**src/rtl/mpu_wr_ctrl.sv**
```systemverilog
module mpu_wr_ctrl #(
  parameter int DW = 16,
  parameter int TW = 8
) (
  input  logic          clk,
  input  logic          rst_n,
  input  logic          proto_6800,
  input  logic [TW-1:0] tim_cmd_setup,
  input  logic [TW-1:0] tim_cmd_hold,
  input  logic [TW-1:0] tim_dat_setup,
  input  logic [TW-1:0] tim_dat_hold,
  input  logic          req_valid,
  output logic          req_ready,
  input  logic          req_is_cmd,
  input  logic [DW-1:0] req_data,
  output logic          bus_cs_n,
  output logic          bus_dc,
  output logic          bus_wr_n,
  output logic          bus_en,
  output logic          bus_rw,
  output logic [DW-1:0] bus_data,
  output logic          bus_data_oe
);

  typedef enum logic [2:0] {S_IDLE, S_CSU, S_DSU, S_DHO, S_CHO} phase_t;

  phase_t        ph;
  logic [TW-1:0] cnt;
  logic [TW-1:0] t_ch, t_ds, t_dh;
  logic          m6800;
  logic          cmd_q;
  logic [DW-1:0] word_q;
  logic          take;
  logic          cs_on;

  function automatic logic [TW-1:0] last_cnt(input logic [TW-1:0] v);
    return (v == '0) ? '0 : v - TW'(1);
  endfunction

  assign take = req_valid && req_ready;

  always_ff @(posedge clk or negedge rst_n) begin
    if (!rst_n) begin
      ph     <= S_IDLE;
      cnt    <= '0;
      t_ch   <= '0;
      t_ds   <= '0;
      t_dh   <= '0;
      m6800  <= 1'b0;
      cmd_q  <= 1'b0;
      word_q <= '0;
    end else if (ph == S_IDLE) begin
      if (take) begin
        ph     <= S_CSU;
        cnt    <= last_cnt(tim_cmd_setup);
        t_ch   <= tim_cmd_hold;
        t_ds   <= tim_dat_setup;
        t_dh   <= tim_dat_hold;
        m6800  <= proto_6800;
        cmd_q  <= req_is_cmd;
        word_q <= req_data;
      end
    end else if (cnt != '0) begin
      cnt <= cnt - TW'(1);
    end else begin
      case (ph)
        S_CSU:   begin ph <= S_DSU; cnt <= last_cnt(t_ds); end
        S_DSU:   begin ph <= S_DHO; cnt <= last_cnt(t_dh); end
        S_DHO:   begin ph <= S_CHO; cnt <= last_cnt(t_ch); end
        default: ph <= S_IDLE;
      endcase
    end
  end

  assign cs_on       = (ph == S_DSU) || (ph == S_DHO);
  assign req_ready   = (ph == S_IDLE);
  assign bus_cs_n    = !cs_on;
  assign bus_dc      = !cmd_q;
  assign bus_wr_n    = !(!m6800 && ph == S_DSU);
  assign bus_en      = m6800 && ph == S_DSU;
  assign bus_rw      = !(m6800 && ph != S_IDLE);
  assign bus_data_oe = cs_on || (ph == S_CSU);
  assign bus_data    = bus_data_oe ? word_q : '0;

endmodule

```
**config.mk**
```make
export PLATFORM = sky130hd
export DESIGN_NAME = mpu_wr_ctrl
export DESIGN_NICKNAME = d
export VERILOG_FILES = /design/src/rtl/mpu_wr_ctrl.sv
export SDC_FILE = /design/constraint.sdc
export NUM_CORES = 1
export LEC_CHECK = 0
export BUFFER_PORTS_ARGS = -buffer_cell sky130_fd_sc_hd__buf_2
export CORE_UTILIZATION = 30
export DETAILED_ROUTE_END_ITERATION = 16
export GPL_ROUTABILITY_DRIVEN = 0
export PLACE_DENSITY_LB_ADDON = 0.1
export SLEW_MARGIN = 0
export SYNTH_ARGS = -nofsm -noshare
export SYNTH_HDL_FRONTEND = slang
export SYNTH_SLANG_ARGS = --single-unit
```
**constraint.sdc**
```tcl
create_clock -name clk -period 3.7 [get_ports clk]
set_input_delay 0.555 -clock clk [delete_from_list [all_inputs] [get_ports clk]]
set_output_delay 0.555 -clock clk [all_outputs]
set_load 0.05 [all_outputs]
```
==> impl_metrics.csv, run 1 <==
group,metric,value,unit
die,dieArea,0.0108,mm2
finish,num-fill-cells,1009,
setup_path,r2r_start,"t_dh[0]",
synthesis,synth_edf_count,0,
synthesis,ys.flop_type,"dfrtp_1",
finish,nets,444,
placed_design,dp_cells,508,
power,sw_frac_of_total,45.3,%
timing,fin_crit_sh,70.7,%
routing,wl_per_cell,14.5,um
routing,vias,2497,
die,std_cell_rows,36,
timing,grt_setup_unrepaired,"no",
clock_network,clock_path_buffers,2,
clock_network,cts.sinks,53,
placed_design,placed_cell_area,0.00366,mm2
power,power.density,743,mW/mm2
finish,multi_input_area,0.00169,mm2
timing,worst_slew_pin_slew,1.02,ns
routing,route.met2.wl,3280,um
routing,first_pass_iters,4,
setup_path,criticalPathCategory,"reg -> out",
setup_path,timing.critical_path.from_type,"flip-flop",
routing,dr.max_layer_used,"met4",
die,placeableCoreArea,0.00995,mm2
routing,drcViolationCount,0,
clock_network,clock_latency,0.32,ns
routing,wirelength,7470,um
synthesis,ys.warnings.count,0,
setup_path,required,3.14,ns
global_route,grt_max_degree,43,
synthesis,ys_seq_elements,53,
finish,layout-drive-gt1-share,34.7,%
global_route,overflow,0,
clock_network,post_cts_buffers,0,
global_route,antenna_found_initial,0,
finish,fin_area,0.00375,mm2
timing,hold_viol,0,
clock_network,cts_buffers,5,
timing,timing.hold.ws,0.364,ns
power,power_switching,1.26,mW
routing,route.met3.wl,347,um
setup_path,slowest_delay,0.68,ns
power,pwr-share-comb,49.5,%
clock_network,hold_buffers,0,
setup_path,reg2regPathDepth,7,
timing,setup_viol,0,
power,p_leak,1.77,nW
routing,viasPerCell,4.84,
die,die_w,104,um
power,p_clk_share,12.7,%
setup_path,rrSetupSlack,1.10,ns
finish,diodes,0,
placed_design,port_buffers,75,
die,ios,76,
setup_path,arrival,2.06,ns
synthesis,synth_nets,368,
power,ir_drop,325,uV
global_route,grt_pass1_wl,12600,um
clock_network,post_cts_resized,0,
finish,syn2layout_area_growth,19.9,%
clock_network,cts_root_buffer,"clkbuf_8",
routing,drtAntennaViolNets,0,
finish,seq_area,0.00133,mm2
global_route,grt_util_all_layers,14.4,%
synthesis,syn_area,0.00313,mm2
synthesis,synth_area_per_cell,10.2,um2
setup_path,critPathMaxFanout,17,
synthesis,seq_area_frac_synth,42.4,%
timing,setup_tns,0,ns
die,die_y,104,um
min_path,hold_path_class,"in -> async",
timing,slew_viol_final,0,
outcome,status,"complete, no violations",
synthesis,syn-instance-count,306,
routing,drt-met1-wl,3760,um
timing,min_period,2.62,ns
synthesis,ys_types,47,
flow_run,maxCapViolCount,0,
power,seq_power_share,37.8,%
synthesis,async_reset_ff_share,100,%
timing,finClkSkew,0.00870,ns
routing,drtIter0Drc,101,
setup_path,path_cells,"nor2_1 > nor2_1 > and2_1 > buf_2",
clock_network,cts.clk_slew.worst_paths,0.11,ns
setup_path,critPathMostFrequentCell,"nor2_1",
setup_path,crit_path_top_delay_cell,"nor2_1",
setup_path,startpoint,"ph[1]",
timing,relSlewSlack,31.4,%
placed_design,hpwl,5650,um
timing,fmax,0.382,GHz
setup_path,crit_path_end_kind,"output pin",
clock_network,cts_tree,"yes",
power,internal-power,1.53,mW
finish,final_cells,516,
global_route,grt_pass1_vias,2534,
die,start_util,31.4,%
power,finalPower,2.79,mW
clock_network,htree_levels,2,
==> logic make-up (layout without fill, tap and decap cells) <==
family	Yosys count	after routing	synth area share (%)
and+or+nand+nor	91	91	16.5
DFF	53	53	42.4
AOI/OAI and AO/OA	67	67	15.2
buffers and inverters	30	107	3.80
xor gates and xnor gates	20	20	5.60
adders and majority gates	9	9	3.60
muxes	36	36	12.9
==> final timing paths <==
check                               to
max in group asynchronous      t_ch[6]
min reg2reg                  word_q[2]
max                        bus_data[2]
min                         word_q[11]
max reg2reg                     cnt[5]
min in group clk               t_ch[7]
==> state kept, by name, summed over array words and instances, names as in the netlist <==
signal and cells:
m6800 1, t_ds 8, t_dh 8, word_q 16, cnt 8, cmd_q 1
t_ch 8, ph 3
==> cells in the mapped netlist, drive strengths merged (2+ instances only) <==
cell	n	area (um2)
o22ai	2	12.5
o31ai	3	22.5
mux2i	2	20.0
a21oi	9	48.8
a21o	2	15.0
nor2	10	37.5
nand3b	2	15.0
nor4	5	31.3
o221ai	6	52.6
nor3	5	25.0
o41ai	2	43.8
or4	6	56.3
dfrtp	53	1330
ha	9	113
o21ai	26	130
buf	5	25.0
nand2b	2	12.5
or3	4	26.3
nand2	26	97.6
xor2	7	61.3
a2bb2oi	2	17.5
xnor2	13	114
a2111oi	3	26.3
or2	2	12.5
a221o	2	20.0
a21boi	2	15.0
inv	20	75.1
and2	18	113
nor3b	7	52.6
mux2	34	383
clkbuf	5	18.8
==> power groups by stage <==
| stage | sequential (mW) | clock, mW | combinational (mW) |
|---|---|---|---|
| final | 1.05 | 0.353 | 1.38 |
| after global routing | 1.10 | 0.391 | 1.51 |
| after CTS | 1.05 | 0.372 | 1.40 |
| after floorplan | 0.992 | 0 | 1.12 |
| after detailed placement | 1.07 | 0 | 1.39 |
| after global placement | 1.06 | 0 | 1.39 |
==> critical path: cells and delay by family (launching register included) <==
family / cells / cell delay (ns)
DFF: 1 / 0.49
and+or+nand+nor: 3 / 0.99
buffers and inverters: 1 / 0.26
==> placed cells by master (no fill, tap or decap), types with 6 or more instances in the layout <==
cell / count
xor2_1: 7
mux2_2: 34
xnor2_1: 13
nand2_1: 26
a21oi_1: 8
o21ai_0: 26
buf_2: 75
dfrtp_1: 53
nor2_1: 10
and2_1: 17
inv_1: 20
o221ai_1: 6
nor3b_1: 7
ha_1: 9
==> stage by stage <==
| step | worst slack [ns] | util [%] |
|---|---|---|
| 2_1_floorplan | 1.21 | - |
| 3_5_place_dp | 1.06 | 36.8 |
| 6_report | 1.08 | 37.7 |
| 5_1_grt | 0.822 | 37.7 |
| 4_1_cts | 0.998 | 37.7 |
| 3_3_place_gp | 1.08 | 36.8 |
==> layout make-up <==
type                       instances  area share (%)
clock buffer                       5            1.83
clock inverter                     3           0.667
inverter                          20            2.00
multi-input combinational        223            44.9
sequential                        53            35.3
tap                              133            4.43
timing repair buffer              79            10.8
==> metal layers <==
metal  GRT usage (%)  vias up
met4            4.39        0
met5               0        -
met3            3.01        8
li1                -     1248
met2            22.4       58
met1            19.9     1183
No activity file was read; power rests on OpenSTA's default activity.
==> inputs of run 2 (changes only) <==
Clock period 3.7 ns to 2.4 ns, I/O delays scaled along.
==> run 2 against run 1 <==
  * Total power grew 58%
  * Die area is the same
  * Via count grew 1.6%
  * Critical path depth grew 1
  * Sequential share of layout area shrank 1.2 points
  * Hold slack lost 0.31 ns
  * Non-clock buffer count grew 10
  * Sequential power grew 54%
  * Cell count grew 1.9%
  * Design area grew 3.5%
  * Core utilization grew 1.3 points
  * Global-route usage is essentially flat
==> impl_metrics.csv, run 2 (synthesis results as in run 1) <==
group,metric,value,unit
setup_path,crit_path_end_kind,"flip-flop",
setup_path,startpoint,"t_ch[5]",
global_route,grt_pass1_wl,12500,um
timing,finClkSkew,0.0142,ns
finish,num-fill-cells,1016,
finish,diodes,0,
finish,layout_common_cells,"75 x buf_2, 53 x dfrtp_1, 34 x mux2_2, 26 x nand2_1, 25 x o21ai_0",
die,ios,76,
timing,worst_slew_pin_slew,0.644,ns
clock_network,cts_buffers,5,
clock_network,cts_tree,"yes",
placed_design,pre_cts_slack,0.0156,ns
setup_path,r2r-end,"cnt[3]",
die,die_y,104,um
placed_design,hpwl,5770,um
finish,seq_area,0.00133,mm2
global_route,grt_max_degree,31,
routing,vias,2537,
power,power.density,1140,mW/mm2
finish,layout-drive-gt1-share,37.2,%
setup_path,reg2regPathDepth,5,
timing,fin_crit_sh,93.8,%
routing,wirelength,7540,um
outcome,status,"complete, no violations",
finish,largest_register_ffs,16,
min_path,hold_path_class,"in -> async",
finish,layout_commonest_cell,"buf_2",
global_route,grt_pass1_vias,2527,
timing,setup_viol,0,
die,start_util,31.4,%
finish,largest-register,"word_q",
timing,fmax,0.444,GHz
finish,multi_input_area,0.00171,mm2
routing,drtIter0Drc,120,
setup_path,critPathMaxFanout,5,
die,dieArea,0.0108,mm2
global_route,overflow,0,
setup_path,r2r_start,"t_ch[5]",
die,die_w,104,um
placed_design,placed_cell_area,0.00375,mm2
setup_path,crit_path_end,"cnt[3]",
clock_network,cts_root_buffer,"clkbuf_8",
timing,setup_tns,0,ns
global_route,antenna_found_initial,0,
power,p_leak,1.83,nW
placed_design,dp_cells,517,
timing,grt_setup_unrepaired,"no",
setup_path,rrSetupSlack,0.15,ns
clock_network,cts.clk_slew.worst_paths,0.11,ns
finish,fin_area,0.00389,mm2
clock_network,clock_latency,0.32,ns
timing,fin_ws,0.148,ns
die,placeableCoreArea,0.00995,mm2
routing,drtAntennaViolNets,0,
clock_network,htree_levels,2,
routing,first_pass_iters,4,
setup_path,criticalPathCategory,"reg -> reg",
finish,final_cells,526,
clock_network,clock_path_buffers,2,
clock_network,cts.sinks,53,
placed_design,port_buffers,75,
finish,nets,454,
setup_path,required,2.60,ns
timing,min_period,2.25,ns
finish,syn2layout_area_growth,24.1,%
global_route,grt_util_all_layers,14.3,%
routing,wl_per_cell,14.3,um
die,std_cell_rows,36,
timing,slew_viol_final,0,
setup_path,arrival,2.45,ns
flow_run,maxCapViolCount,0,
routing,drcViolationCount,0,
routing,viasPerCell,4.82,
timing,relSlewSlack,57.1,%
setup_path,timing.critical_path.from_type,"flip-flop",
timing,hold_viol,0,
power,ir_drop,434,uV
[run 2: report_power, final]
| part | internal, mW | switching (mW) | total (mW) |
|---|---|---|---|
| clock network | 0.240 | 0.318 | 0.558 |
| registers | 1.26 | 0.355 | 1.62 |
| logic | 0.939 | 1.30 | 2.24 |
| total | 2.44 | 1.97 | 4.41 |
[run 2: how the worst min path moves through the flow]
stage,to,cells past startpoint
2_1_floorplan,cmd_q,0
3_3_place_gp,word_q[9],1
3_5_place_dp,word_q[9],1
4_1_cts,word_q[9],1
5_1_grt,word_q[9],1
6_report,word_q[9],1
[run 2: worst max-delay path, cell delays in order (launching register included)]
cell and delay, ns:
dfrtp_1 0.43, or4_4 0.58, o41ai_4 0.28, inv_2 0.11, a2111o_1 0.39, a221o_1 0.33
[run 2: what timing repair did]
item                                    in CTS  in global routing
hold endpoints to repair                     0                  0
gates resized for setup                      1                  7
setup buffers                                1                  0
hold buffers                                 0                  0
pin swaps                                    0                  0
endpoints found under the setup margin       1                  5
cloned                                       0                  0
[run 2: routing by layer]
metal  wire, um  GRT usage, %  vias to the layer above
met5          0             0                        -
li1           -             -                     1273
met1       3680          20.0                     1185
met2       3420          22.6                       74
met3        383          2.94                        5
met4         59          3.47                        0
[run 2: layout make-up]
| type | instances | share of cell area, % |
|---|---|---|
| tap | 133 | 4.28 |
| clock inverter | 2 | 0.451 |
| clock buffer | 6 | 2.12 |
| timing repair buffer | 89 | 13.0 |
| inverter | 20 | 1.93 |
| sequential | 53 | 34.1 |
| multi-input combinational | 223 | 44.1 |
[run 2: per-stage QoR]
step / util (%) / power, mW / hold WS (ns)
after floorplan: - / 3.26 / 0.0644
after global placement: 37.7 / 3.84 / 0.425
after detailed placement: 37.7 / 3.84 / 0.420
after CTS: 38.8 / 4.44 / 0.0614
after global routing: 39.0 / 4.75 / 0.0972
final: 39.0 / 4.41 / 0.0494
==> inputs of run 3 (changes only) <==
Settings changed: BUFFER_PORTS_ARGS -buffer_cell sky130_fd_sc_hd__buf_2 to -buffer_cell sky130_fd_sc_hd__clkbuf_2, PLACE_DENSITY set to 0.63, PLACE_DENSITY_LB_ADDON 0.1 to unset.
==> run 3 against run 2 <==
  * Register-to-register slack about the same
  * Cell count decreased by 0.38%
  * Clock skew decreased by 0.0022 ns
  * Highest routed layer unchanged
  * Critical endpoint unchanged
  * First-iteration DRC count increased by 1.7%
  * Fmax decreased by 0.33%
  * Critical path depth unchanged
  * Sequential share of layout area increased by 0.40 points
==> impl_metrics.csv, run 3 (synthesis results as in run 1) <==
group,metric,value,unit
clock_network,cts_buffers,5,
finish,num-fill-cells,1007,
setup_path,critPathMaxFanout,5,
power,power.density,1150,mW/mm2
global_route,grt_pass1_wl,13100,um
timing,fin_crit_sh,94.2,%
timing,finClkSkew,0.0120,ns
timing,slew_viol_final,0,
clock_network,cts.clk_slew.worst_paths,0.11,ns
power,p_clk_share,12.6,%
clock_network,clock_latency,0.31,ns
global_route,grt_pass1_vias,2740,
die,std_cell_rows,36,
clock_network,cts_root_buffer,"clkbuf_8",
setup_path,r2r_start,"t_ch[3]",
timing,setup_tns,0,ns
finish,layout-drive-gt1-share,36.6,%
die,dieArea,0.0108,mm2
power,pwr-share-comb,50.2,%
outcome,status,"complete, no violations",
timing,hold_viol,0,
power,ir_drop,665,uV
flow_run,maxCapViolCount,0,
clock_network,hold_buffers,0,
power,power_switching,1.98,mW
global_route,antenna_found_initial,0,
routing,first_pass_iters,4,
finish,largest-register,"word_q",
power,finalPower,4.40,mW
setup_path,arrival,2.45,ns
global_route,overflow,0,
placed_design,hpwl,5720,um
setup_path,required,2.59,ns
finish,layout_common_cells,"75 x clkbuf_2, 53 x dfrtp_1, 34 x mux2_2, 26 x nand2_1, 25 x o21ai_0",
clock_network,cts.sinks,53,
setup_path,crit_path_end_kind,"flip-flop",
routing,drcViolationCount,0,
global_route,grt_util_all_layers,14.9,%
finish,largest_register_ffs,16,
routing,drtIter0Drc,122,
finish,diodes,0,
setup_path,timing.critical_path.from_type,"flip-flop",
setup_path,startpoint,"t_ch[3]",
finish,layout_commonest_cell,"clkbuf_2",
die,die_y,104,um
timing,setup_viol,0,
timing,worst_slew_pin_slew,0.800,ns
clock_network,post_cts_buffers,0,
placed_design,port_buffers,75,
die,die_w,104,um
clock_network,clock_path_buffers,2,
finish,syn2layout_area_growth,22.7,%
routing,wl_per_cell,14.5,um
routing,drtAntennaViolNets,0,
finish,nets,452,
die,ios,76,
routing,viasPerCell,4.92,
global_route,grt_max_degree,54,
setup_path,criticalPathCategory,"reg -> reg",
timing,fmax,0.443,GHz
power,sw_frac_of_total,45.0,%
die,start_util,31.4,%
clock_network,cts_tree,"yes",
timing,timing.hold.ws,0.151,ns
timing,grt_setup_unrepaired,"no",
clock_network,htree_levels,2,
timing,min_period,2.26,ns
finish,fin_util,38.6,%
timing,relSlewSlack,46.2,%
die,placeableCoreArea,0.00995,mm2
min_path,hold_path_class,"in -> async",
power,internal-power,2.42,mW
timing,fin_ws,0.140,ns
routing,wirelength,7610,um
placed_design,pre_cts_slack,0.0175,ns
power,p_leak,1.81,nW
power,seq_power_share,37.3,%
routing,vias,2577,
==> run 3: changes by cell type in the layout (fill, tap and decap cells not counted), sizes merged <==
cell,change
clkbuf,+75
clkinvlp,+1
buf,-77
clkinv,-1
==> run 3: worst paths after layout <==
check | slack (ns) | depth (start not counted) | end
setup reg to reg | 0.14 | 5 | cnt[3]
max in group asynchronous | 1.77 | 2 | t_ds[4]
hold / removal | 0.15 | 2 | word_q[1]
min in group clk | 0.25 | 3 | t_ch[1]
setup / recovery | 0.14 | 5 | cnt[3]
hold reg to reg | 0.52 | 1 | word_q[12]
==> run 3: repair_timing <==
action                                  4_1_cts  5_1_grt
hold endpoints to repair                      0        0
resized for setup                             0        5
endpoints found under the setup margin        0        4
==> run 3: critical path: stages, from the launching register on <==
cell,delay [ns]
dfrtp_1,0.47
or4_4,0.54
o41ai_2,0.32
inv_2,0.13
a2111o_1,0.38
a221o_1,0.31
==> run 3: power by group through the flow <==
stage / combinational (mW) / clock (mW) / sequential, mW
6_report: 2.21 / 0.554 / 1.64
3_5_place_dp: 2.21 / 0 / 1.65
3_3_place_gp: 2.17 / 0 / 1.63
5_1_grt: 2.43 / 0.606 / 1.71
4_1_cts: 2.22 / 0.570 / 1.63
2_1_floorplan: 1.73 / 0 / 1.53
==> run 3: metal layers <==
metal  track usage, %  wire [um]
met5                0          0
met4             3.88        100
met3             4.01        431
met2             24.7       3520
met1             19.2       3560
==> run 3: through the flow <==
stage          std cells  instance area (um2)
2_1_floorplan        306                 3130
3_3_place_gp         516                 3730
3_5_place_dp         516                 3730
4_1_cts              524                 3830
5_1_grt              524                 3840
6_report             524                 3840
==> run 3: cell type report <==
cell class              instances  area (um2)  area share, %
flip-flops and latches         53        1330           34.5
well taps                     133         166           4.33
clock inverters                 2        16.3          0.423
multi-input cells             223        1700           44.2
inverters                      20        75.1           1.95
clock buffers                   6        82.6           2.15
repair buffers                 87         478           12.4
